## src/rtl/fbw_pkg.sv

```systemverilog
package fbw_pkg;

  // default geometry of the fuse store and the caller-facing window
  localparam int unsigned FBW_BYTE_W      = 8;
  localparam int unsigned FBW_WORD_BYTES  = 4;
  localparam int unsigned FBW_ADDR_W      = 10;
  localparam int unsigned FBW_HIDDEN_BASE = 96;
  localparam int unsigned FBW_OFS_W       = 16;
  localparam int unsigned FBW_LEN_W       = 16;

  // what ended a transfer; drives the completion flags at the top
  typedef enum logic [1:0] {
    END_NONE  = 2'd0,
    END_EMPTY = 2'd1,
    END_LAST  = 2'd2,
    END_ABORT = 2'd3
  } fbw_end_e;

endpackage

```

## src/rtl/fbw_span_calc.sv

```systemverilog
// Combinational range arithmetic: effective offset, first word, word count,
// head skip. Evaluated on the command channel and captured at acceptance.
module fbw_span_calc #(
  parameter int unsigned OFS_W       = 16,
  parameter int unsigned LEN_W       = 16,
  parameter int unsigned WORD_BYTES  = 4,
  parameter int unsigned HIDDEN_BASE = 96,
  parameter int unsigned ADDR_W      = 10,
  localparam int unsigned SKIP_W     = $clog2(WORD_BYTES),
  localparam int unsigned EW         = ((OFS_W > LEN_W) ? OFS_W : LEN_W) + 2,
  localparam int unsigned IDX_W      = EW - SKIP_W
) (
  input  logic [OFS_W-1:0]  offset,
  input  logic [LEN_W-1:0]  len,
  input  logic              base_en,
  output logic [ADDR_W-1:0] first_word,
  output logic [IDX_W-1:0]  word_cnt,
  output logic [SKIP_W-1:0] head_skip
);

  logic [EW-1:0] eff;
  logic [EW-1:0] end_byte;
  logic [EW-1:0] first_full;
  logic [EW-1:0] end_full;
  logic [EW-1:0] cnt_full;

  always_comb begin
    eff        = EW'(offset) + (base_en ? EW'(HIDDEN_BASE) : '0);
    end_byte   = eff + EW'(len) + EW'(WORD_BYTES - 1);
    first_full = eff >> SKIP_W;
    end_full   = end_byte >> SKIP_W;
    cnt_full   = end_full - first_full;
    first_word = ADDR_W'(first_full);
    word_cnt   = IDX_W'(cnt_full);
    head_skip  = eff[SKIP_W-1:0];
  end

endmodule

```

## src/rtl/fbw_word_seq.sv

```systemverilog
// Issues word reads one at a time and decides, per returned word, which
// byte lane to start at and how many bytes of it belong to the window.
module fbw_word_seq #(
  parameter int unsigned LEN_W      = 16,
  parameter int unsigned WORD_BYTES = 4,
  parameter int unsigned ADDR_W     = 10,
  parameter int unsigned IDX_W      = 16,
  localparam int unsigned SKIP_W    = $clog2(WORD_BYTES),
  localparam int unsigned NUM_W     = SKIP_W + 1
) (
  input  logic              clk,
  input  logic              rst_n,
  input  logic              start,
  input  logic [ADDR_W-1:0] first_word,
  input  logic [IDX_W-1:0]  word_cnt,
  input  logic [SKIP_W-1:0] head_skip,
  input  logic [LEN_W-1:0]  len,
  output logic              wreq_valid,
  input  logic              wreq_ready,
  output logic [ADDR_W-1:0] wreq_addr,
  input  logic              wrsp_valid,
  output logic              wrsp_ready,
  input  logic              wrsp_err,
  input  logic              lane_free,
  output logic              ld_en,
  output logic [SKIP_W-1:0] ld_start,
  output logic [NUM_W-1:0]  ld_cnt,
  output logic              ld_final,
  output logic              abort,
  output logic              active
);

  logic              active_q;
  logic              wait_q;
  logic [IDX_W-1:0]  words_left_q;
  logic [ADDR_W-1:0] addr_q;
  logic              head_q;
  logic [SKIP_W-1:0] skip_q;
  logic [LEN_W-1:0]  bytes_left_q;

  logic              take;
  logic [NUM_W-1:0]  room;

  assign active     = active_q;
  assign wreq_valid = active_q && !wait_q && (words_left_q != '0);
  assign wreq_addr  = addr_q;
  assign wrsp_ready = active_q && wait_q && lane_free;
  assign take       = wrsp_valid && wrsp_ready;

  always_comb begin
    ld_start = head_q ? skip_q : '0;
    room     = NUM_W'(WORD_BYTES) - NUM_W'(ld_start);
    if (LEN_W'(room) > bytes_left_q) ld_cnt = NUM_W'(bytes_left_q);
    else                             ld_cnt = room;
    ld_final = (bytes_left_q == LEN_W'(ld_cnt));
    ld_en    = take && !wrsp_err;
    abort    = take && wrsp_err;
  end

  always_ff @(posedge clk or negedge rst_n) begin
    if (!rst_n) begin
      active_q     <= 1'b0;
      wait_q       <= 1'b0;
      words_left_q <= '0;
      addr_q       <= '0;
      head_q       <= 1'b0;
      skip_q       <= '0;
      bytes_left_q <= '0;
    end else if (start) begin
      active_q     <= 1'b1;
      wait_q       <= 1'b0;
      words_left_q <= word_cnt;
      addr_q       <= first_word;
      head_q       <= 1'b1;
      skip_q       <= head_skip;
      bytes_left_q <= len;
    end else begin
      if (wreq_valid && wreq_ready) begin
        wait_q       <= 1'b1;
        words_left_q <= words_left_q - 1'b1;
        addr_q       <= addr_q + 1'b1;
      end
      if (take) begin
        wait_q <= 1'b0;
        if (wrsp_err) begin
          active_q <= 1'b0;
        end else begin
          head_q       <= 1'b0;
          bytes_left_q <= bytes_left_q - LEN_W'(ld_cnt);
          if (ld_final) active_q <= 1'b0;
        end
      end
    end
  end

  // a stalled request keeps its address
  p_req_hold_r9: assert property (@(posedge clk) disable iff (!rst_n)
    wreq_valid && !wreq_ready |=> wreq_valid && $stable(wreq_addr));

  // the byte budget runs out on exactly the last word of the range
  p_span_match_r1: assert property (@(posedge clk) disable iff (!rst_n)
    ld_en |-> (ld_final == (words_left_q == '0)));

  // a response is only taken while a request is outstanding
  p_single_out_r6: assert property (@(posedge clk) disable iff (!rst_n)
    (wrsp_valid && wrsp_ready) |-> !wreq_valid);

endmodule

```

## src/rtl/fbw_byte_unpack.sv

```systemverilog
// Holds one word and presents its window bytes lowest lane first.
module fbw_byte_unpack #(
  parameter int unsigned BYTE_W     = 8,
  parameter int unsigned WORD_BYTES = 4,
  localparam int unsigned WORD_W    = BYTE_W * WORD_BYTES,
  localparam int unsigned SKIP_W    = $clog2(WORD_BYTES),
  localparam int unsigned NUM_W     = SKIP_W + 1
) (
  input  logic              clk,
  input  logic              rst_n,
  input  logic              ld_en,
  input  logic [WORD_W-1:0] ld_word,
  input  logic [SKIP_W-1:0] ld_start,
  input  logic [NUM_W-1:0]  ld_cnt,
  input  logic              ld_final,
  output logic              lane_free,
  output logic              out_valid,
  input  logic              out_ready,
  output logic [BYTE_W-1:0] out_data,
  output logic              out_last
);

  logic [WORD_W-1:0] word_q;
  logic [SKIP_W-1:0] lane_q;
  logic [NUM_W-1:0]  left_q;
  logic              final_q;
  logic              fire;
  logic [BYTE_W-1:0] lanes [WORD_BYTES];

  for (genvar g = 0; g < WORD_BYTES; g++) begin : g_lane
    assign lanes[g] = word_q[g*BYTE_W +: BYTE_W];
  end

  assign out_valid = (left_q != '0);
  assign out_data  = lanes[lane_q];
  assign out_last  = final_q && (left_q == NUM_W'(1));
  assign fire      = out_valid && out_ready;
  assign lane_free = (left_q == '0) || (fire && left_q == NUM_W'(1));

  always_ff @(posedge clk or negedge rst_n) begin
    if (!rst_n) begin
      word_q  <= '0;
      lane_q  <= '0;
      left_q  <= '0;
      final_q <= 1'b0;
    end else if (ld_en) begin
      word_q  <= ld_word;
      lane_q  <= ld_start;
      left_q  <= ld_cnt;
      final_q <= ld_final;
    end else if (fire) begin
      lane_q <= lane_q + 1'b1;
      left_q <= left_q - 1'b1;
    end
  end

  // a stalled output byte is held
  p_out_hold_r9: assert property (@(posedge clk) disable iff (!rst_n)
    out_valid && !out_ready |=> out_valid && $stable(out_data) && $stable(out_last));

  // a load never lands on bytes that are still pending
  p_load_room_r3: assert property (@(posedge clk) disable iff (!rst_n)
    ld_en |-> (!out_valid || (out_ready && !($past(ld_en) && 1'b0) && left_q == NUM_W'(1))));

endmodule

```

## src/rtl/fuse_byte_window.sv

```systemverilog
module fuse_byte_window #(
  parameter int unsigned OFS_W       = fbw_pkg::FBW_OFS_W,
  parameter int unsigned LEN_W       = fbw_pkg::FBW_LEN_W,
  parameter int unsigned ADDR_W      = fbw_pkg::FBW_ADDR_W,
  parameter int unsigned BYTE_W      = fbw_pkg::FBW_BYTE_W,
  parameter int unsigned WORD_BYTES  = fbw_pkg::FBW_WORD_BYTES,
  parameter int unsigned HIDDEN_BASE = fbw_pkg::FBW_HIDDEN_BASE,
  localparam int unsigned WORD_W     = BYTE_W * WORD_BYTES,
  localparam int unsigned SKIP_W     = $clog2(WORD_BYTES),
  localparam int unsigned NUM_W      = SKIP_W + 1,
  localparam int unsigned EW         = ((OFS_W > LEN_W) ? OFS_W : LEN_W) + 2,
  localparam int unsigned IDX_W      = EW - SKIP_W
) (
  input  logic              clk,
  input  logic              rst_n,
  input  logic              cmd_valid,
  output logic              cmd_ready,
  input  logic [OFS_W-1:0]  cmd_offset,
  input  logic [LEN_W-1:0]  cmd_len,
  input  logic              hide_base,
  output logic              wreq_valid,
  input  logic              wreq_ready,
  output logic [ADDR_W-1:0] wreq_addr,
  input  logic              wrsp_valid,
  output logic              wrsp_ready,
  input  logic [WORD_W-1:0] wrsp_data,
  input  logic              wrsp_err,
  output logic              out_valid,
  input  logic              out_ready,
  output logic [BYTE_W-1:0] out_data,
  output logic              out_last,
  output logic              busy,
  output logic              done,
  output logic              err
);

  import fbw_pkg::*;

  logic [ADDR_W-1:0] sp_first;
  logic [IDX_W-1:0]  sp_cnt;
  logic [SKIP_W-1:0] sp_skip;
  logic              cmd_take;
  logic              start;
  logic              seq_active;
  logic              lane_free;
  logic              ld_en;
  logic [SKIP_W-1:0] ld_start;
  logic [NUM_W-1:0]  ld_cnt;
  logic              ld_final;
  logic              abort;
  fbw_end_e          end_kind;
  logic              done_q;
  logic              err_q;

  fbw_span_calc #(
    .OFS_W(OFS_W), .LEN_W(LEN_W), .WORD_BYTES(WORD_BYTES),
    .HIDDEN_BASE(HIDDEN_BASE), .ADDR_W(ADDR_W)
  ) u_span (
    .offset(cmd_offset), .len(cmd_len), .base_en(hide_base),
    .first_word(sp_first), .word_cnt(sp_cnt), .head_skip(sp_skip)
  );

  fbw_word_seq #(
    .LEN_W(LEN_W), .WORD_BYTES(WORD_BYTES), .ADDR_W(ADDR_W), .IDX_W(IDX_W)
  ) u_seq (
    .clk(clk), .rst_n(rst_n), .start(start),
    .first_word(sp_first), .word_cnt(sp_cnt), .head_skip(sp_skip), .len(cmd_len),
    .wreq_valid(wreq_valid), .wreq_ready(wreq_ready), .wreq_addr(wreq_addr),
    .wrsp_valid(wrsp_valid), .wrsp_ready(wrsp_ready), .wrsp_err(wrsp_err),
    .lane_free(lane_free), .ld_en(ld_en), .ld_start(ld_start), .ld_cnt(ld_cnt),
    .ld_final(ld_final), .abort(abort), .active(seq_active)
  );

  fbw_byte_unpack #(
    .BYTE_W(BYTE_W), .WORD_BYTES(WORD_BYTES)
  ) u_unpack (
    .clk(clk), .rst_n(rst_n), .ld_en(ld_en), .ld_word(wrsp_data),
    .ld_start(ld_start), .ld_cnt(ld_cnt), .ld_final(ld_final),
    .lane_free(lane_free), .out_valid(out_valid), .out_ready(out_ready),
    .out_data(out_data), .out_last(out_last)
  );

  assign busy      = seq_active || out_valid;
  assign cmd_ready = !busy;
  assign cmd_take  = cmd_valid && cmd_ready;
  assign start     = cmd_take && (cmd_len != '0);

  always_comb begin
    if (abort)                             end_kind = END_ABORT;
    else if (out_valid && out_ready && out_last) end_kind = END_LAST;
    else if (cmd_take && cmd_len == '0)    end_kind = END_EMPTY;
    else                                   end_kind = END_NONE;
  end

  always_ff @(posedge clk or negedge rst_n) begin
    if (!rst_n) begin
      done_q <= 1'b0;
      err_q  <= 1'b0;
    end else begin
      done_q <= (end_kind != END_NONE);
      if (cmd_take)                  err_q <= 1'b0;
      else if (end_kind == END_ABORT) err_q <= 1'b1;
    end
  end

  assign done = done_q;
  assign err  = err_q;

  // after an abort nothing more leaves the block
  p_err_quiet_r7: assert property (@(posedge clk) disable iff (!rst_n)
    err |-> !out_valid && !wreq_valid);

  // the completion pulse finds the block idle
  p_done_idle_r10: assert property (@(posedge clk) disable iff (!rst_n)
    done |-> !busy);

  // an empty command completes next cycle without a request
  p_empty_cmd_r8: assert property (@(posedge clk) disable iff (!rst_n)
    cmd_valid && cmd_ready && (cmd_len == '0) |=> done && !wreq_valid && !out_valid);

endmodule

```

## config.mk

```make
export PLATFORM = sky130hd
export DESIGN_NAME = fuse_byte_window
export DESIGN_NICKNAME = d
export VERILOG_FILES = /design/src/rtl/fbw_pkg.sv /design/src/rtl/fbw_span_calc.sv /design/src/rtl/fbw_word_seq.sv /design/src/rtl/fbw_byte_unpack.sv /design/src/rtl/fuse_byte_window.sv
export SDC_FILE = /design/constraint.sdc
export NUM_CORES = 1
export LEC_CHECK = 0
export BUFFER_PORTS_ARGS = -buffer_cell sky130_fd_sc_hd__buf_4
export CAP_MARGIN = 20
export CORE_ASPECT_RATIO = 0.8
export CORE_MARGIN = 2
export CORE_UTILIZATION = 50
export DETAILED_ROUTE_END_ITERATION = 10
export PLACE_DENSITY = 0.74
export SETUP_SLACK_MARGIN = 0.4
export SLEW_MARGIN = 20
export SYNTH_ARGS = -nofsm -noshare
export SYNTH_HDL_FRONTEND = slang
export SYNTH_SLANG_ARGS = --single-unit
```

## constraint.sdc

```tcl
create_clock -name clk -period 7.4 [get_ports clk]
set_input_delay 0 -clock clk [delete_from_list [all_inputs] [get_ports clk]]
set_output_delay 0 -clock clk [all_outputs]
set_load 0.02 [all_outputs]
```

==> results_dict.tcl <==
set metrics [dict create \
    first_global_vias 6018 \
    global_route_wire_length_before_repair_um 29000 \
    grt_remaining_overflow 0 \
    antenna_found_initial 0 \
    placementRows 37 \
    areaGrowthSynthToFinish_pct 26.1 \
    cp-start-kind "input pin" \
    timing_worst_setup_path_type "input pin to register" \
    grt_max_degree 65 \
    cts_root_buffer "sky130_fd_sc_hd__clkbuf_16" \
    crit_slowest_cell "sky130_fd_sc_hd__ha_1" \
    finish.utilization_pct 64.4 \
    buffer_ports.inserted 97 \
    synthesis.area_mm2 0.00655 \
    netlist-cell-type-count 66 \
    detailedRoute.firstIterationViolations 588 \
    synth_top_flop_cell "sky130_fd_sc_hd__dfrtp_1" \
    cap_viol_max_count 0 \
    reg2regPathDepth 12 \
    post-route-cell-area_mm2 0.00826 \
    pin_count 98 \
    unrepaired_setup_endpoints_after_global_routing "false" \
    power.density_cell_area_mw_per_mm2 321 \
    timing.setup.tns_ps 0 \
    run_status "finished, final reports clean" \
    most-common-layout-cells "sky130_fd_sc_hd__nand2_1 (176), sky130_fd_sc_hd__buf_4 (103), sky130_fd_sc_hd__dfrtp_1 (87), sky130_fd_sc_hd__ha_1 (61), sky130_fd_sc_hd__dlygate4sd3_1 (56)" \
    cts.path.max_buffers 2 \
    p_total_mw 2.65 \
    dieHeight_um 106 \
    clk_transition_reported_paths_ps 60 \
    drt_drc_violations_left 0 \
    hpwl_um 12700 \
    synth_async_sr_flop_share_pct 100 \
    detailed_place.area_mm2 0.00743 \
    core_area_mm2 0.0128 \
    critical_path_required_ps 7630 \
    hold_path.class "input pin to register" \
    synth_sequential_area_ratio_pct 33.3 \
    cts_htree_levels 3 \
    hold_viol_final 0 \
    synth_edf_count 0 \
    min_period_over_period_pct 59.1 \
    numCtsBuffers 9 \
    routed_length_per_placed_instance_um 16.4 \
    maxSlewHeadroom_pct 22.9 \
    critical-path-max-stage-delay_ps 410 \
    viasPerCell 5.70 \
    fmaxAchievable_mhz 229 \
    worstPathMaxFanout 7 \
    r2r_end "u_seq.bytes_left_q[13]" \
    endpoint_kind "register" \
    grtUsageTotal_pct 25.8 \
    r2r_start "u_seq.bytes_left_q[8]" \
    cts_resized 0 \
    layout.cells.most_common "sky130_fd_sc_hd__nand2_1" \
    post-route-min-period_ps 4370 \
    p_leak_nw 3.96 \
    cp-startpoint "hide_base" \
    worst_skew_pair.late_latency_ps 350 \
    worst-endpoint-arrival_ps 4600 \
    dieArea_mm2 0.0140 \
    pre_repair_dr_iteration_count 5 \
    vias 6174 \
    place_congestion 0.935 \
    path_cells "buf_4 > ha_1 > inv_1 > fa_1 > nor2_1 > nand3_1 > xnor2_1 > ha_1 > ha_1 > a21oi_1 > nor2b_1 > o21ai_0 > nand2b_1 > a22oi_1 > o311a_1 > ha_1 > a21oi_1 > o21ai_0 > or2_2 > o21ai_0 > xnor2_1 > o21ai_0" \
    setup.worst_path.end "u_seq.words_left_q[15]" \
    die_boundary_width_um 132 \
    power.ir.vdd_worst_mv 0.161 \
    postSynthRegisterBits 87 \
    initial_util_pct 51.0 \
    layout.nets 1041 \
    drt_wl_total_um 17800 \
    clkSinkCount 87 \
    clock_tree_from_tritoncts "yes" \
    final.setup_skew_ps 7.21 \
    synth.net_count 899 \
    netlist_instances 762 \
    ant_nets 0 \
    rrSetupSlack_ps 3580 \
    holdWs_ps 38.3 \
    syn-mean-instance-area_um2 8.59 \
    worst-slew-pin-transition_ps 1150 \
    timing.final.max_slew_violations 0 \
    synth-warning-count 0 \
    drive_gt1_share_pct 15.3 \
    n_antenna_cell 0 \
    timing.final.setup_violations 0 \
]
## through the flow
stage          cells  setup slack, ps
2_1_floorplan    762             3350
3_3_place_gp    1012             3060
3_5_place_dp    1012             2790
4_1_cts         1084             3160
5_1_grt         1084             2630
6_report        1084             3030
## how the worst min path moves through the flow
stage,slack [ps],startpoint,endpoint,cells after the start
after floorplan,-300,rst_n,done,0
after global placement,-80,rst_n,u_seq.wreq_addr[7],1
after detailed placement,-60,rst_n,u_seq.wreq_addr[8],1
after CTS,30,cmd_offset[9],u_seq.wreq_addr[7],4
after global routing,80,cmd_offset[9],u_seq.wreq_addr[7],4
final,40,cmd_offset[9],u_seq.wreq_addr[7],4
## synthesized netlist by cell type (all sizes together) (4+ instances only)
library cell,count,area (um^2)
nand2,176,661
dfrtp,87,2180
ha,61,763
o21ai,49,245
inv,34,128
nor2,32,120
a21oi,30,150
xor2,29,254
xnor2,28,245
nand3,20,100
clkbuf,19,71.3
nor3,17,90.1
and3,14,87.6
a21o,12,90.1
nor4,12,90.1
nand4,10,62.6
buf,9,36.3
nand2b,9,56.3
o21a,9,67.6
mux4,8,180
o211ai,8,65.1
a211oi,6,45.0
mux2i,6,60.1
nor2b,6,37.5
o311ai,5,43.8
or3,5,36.3
and2,4,25.0
fa,4,80.1
mux2,4,45.0
nor3b,4,30.0
or4,4,33.8
## state kept, by name (all words and copies together) (netlist names)
name / cells
u_seq.wreq_addr: 10
u_unpack.word_q: 32
u_unpack.left_q: 3
u_seq.words_left_q: 16
u_seq.wait_q: 1
u_unpack.final_q: 1
u_seq.bytes_left_q: 16
u_unpack.lane_q: 2
u_seq.active: 1
done: 1
u_seq.head_q: 1
u_seq.skip_q: 2
err: 1
## critical path: cells and delay by family
kind            cells  cell delay (ps)
xor+xnor            2              400
compound gates      8             1640
fa+ha+maj           5             1560
buf+inv             2              150
simple gates        5              870
## cells by family after synthesis
| family | Yosys count | share of synthesized area (%) |
|---|---|---|
| AND/OR/NAND/NOR | 328 | 23.9 |
| flip-flops | 87 | 33.3 |
| buffers and inverters | 62 | 3.59 |
| adder cells (fa/ha/maj) | 65 | 12.9 |
| multiplexers | 18 | 4.36 |
| XOR/XNOR | 57 | 7.63 |
| AO/OA/AOI/OAI | 145 | 14.3 |
## report_power, final
part / internal, mW / leakage (nW) / switching [mW] / total [mW]
clock: 0.228 / 0.134 / 0.194 / 0.422
sequential: 0.678 / 1.10 / 0.209 / 0.888
combinational: 0.619 / 2.72 / 0.721 / 1.34
## what timing repair did
item	in CTS	in global routing
hold buffers	56	0
endpoints found under the hold margin	79	0
buffers inserted	0	0
## metal layers
metal / global-route usage, % / part of all wire (%) / vias to the layer above
li1: - / - / 2965
met1: 35.0 / 45 / 2936
met2: 42.5 / 47 / 240
met3: 3.91 / 5.8 / 33
met4: 8.62 / 1.9 / 0
met5: 0 / 0 / -
## area by class of cell
class | instances | area [um^2]
fill | 1035 | 4570
clock inverter | 5 | 32.5
clock buffer | 11 | 233
multi-input combinational | 613 | 4140
inverter | 34 | 128
tap | 175 | 219
sequential | 87 | 2180
timing repair buffer | 159 | 1330
(Power assumes the default switching activity.)
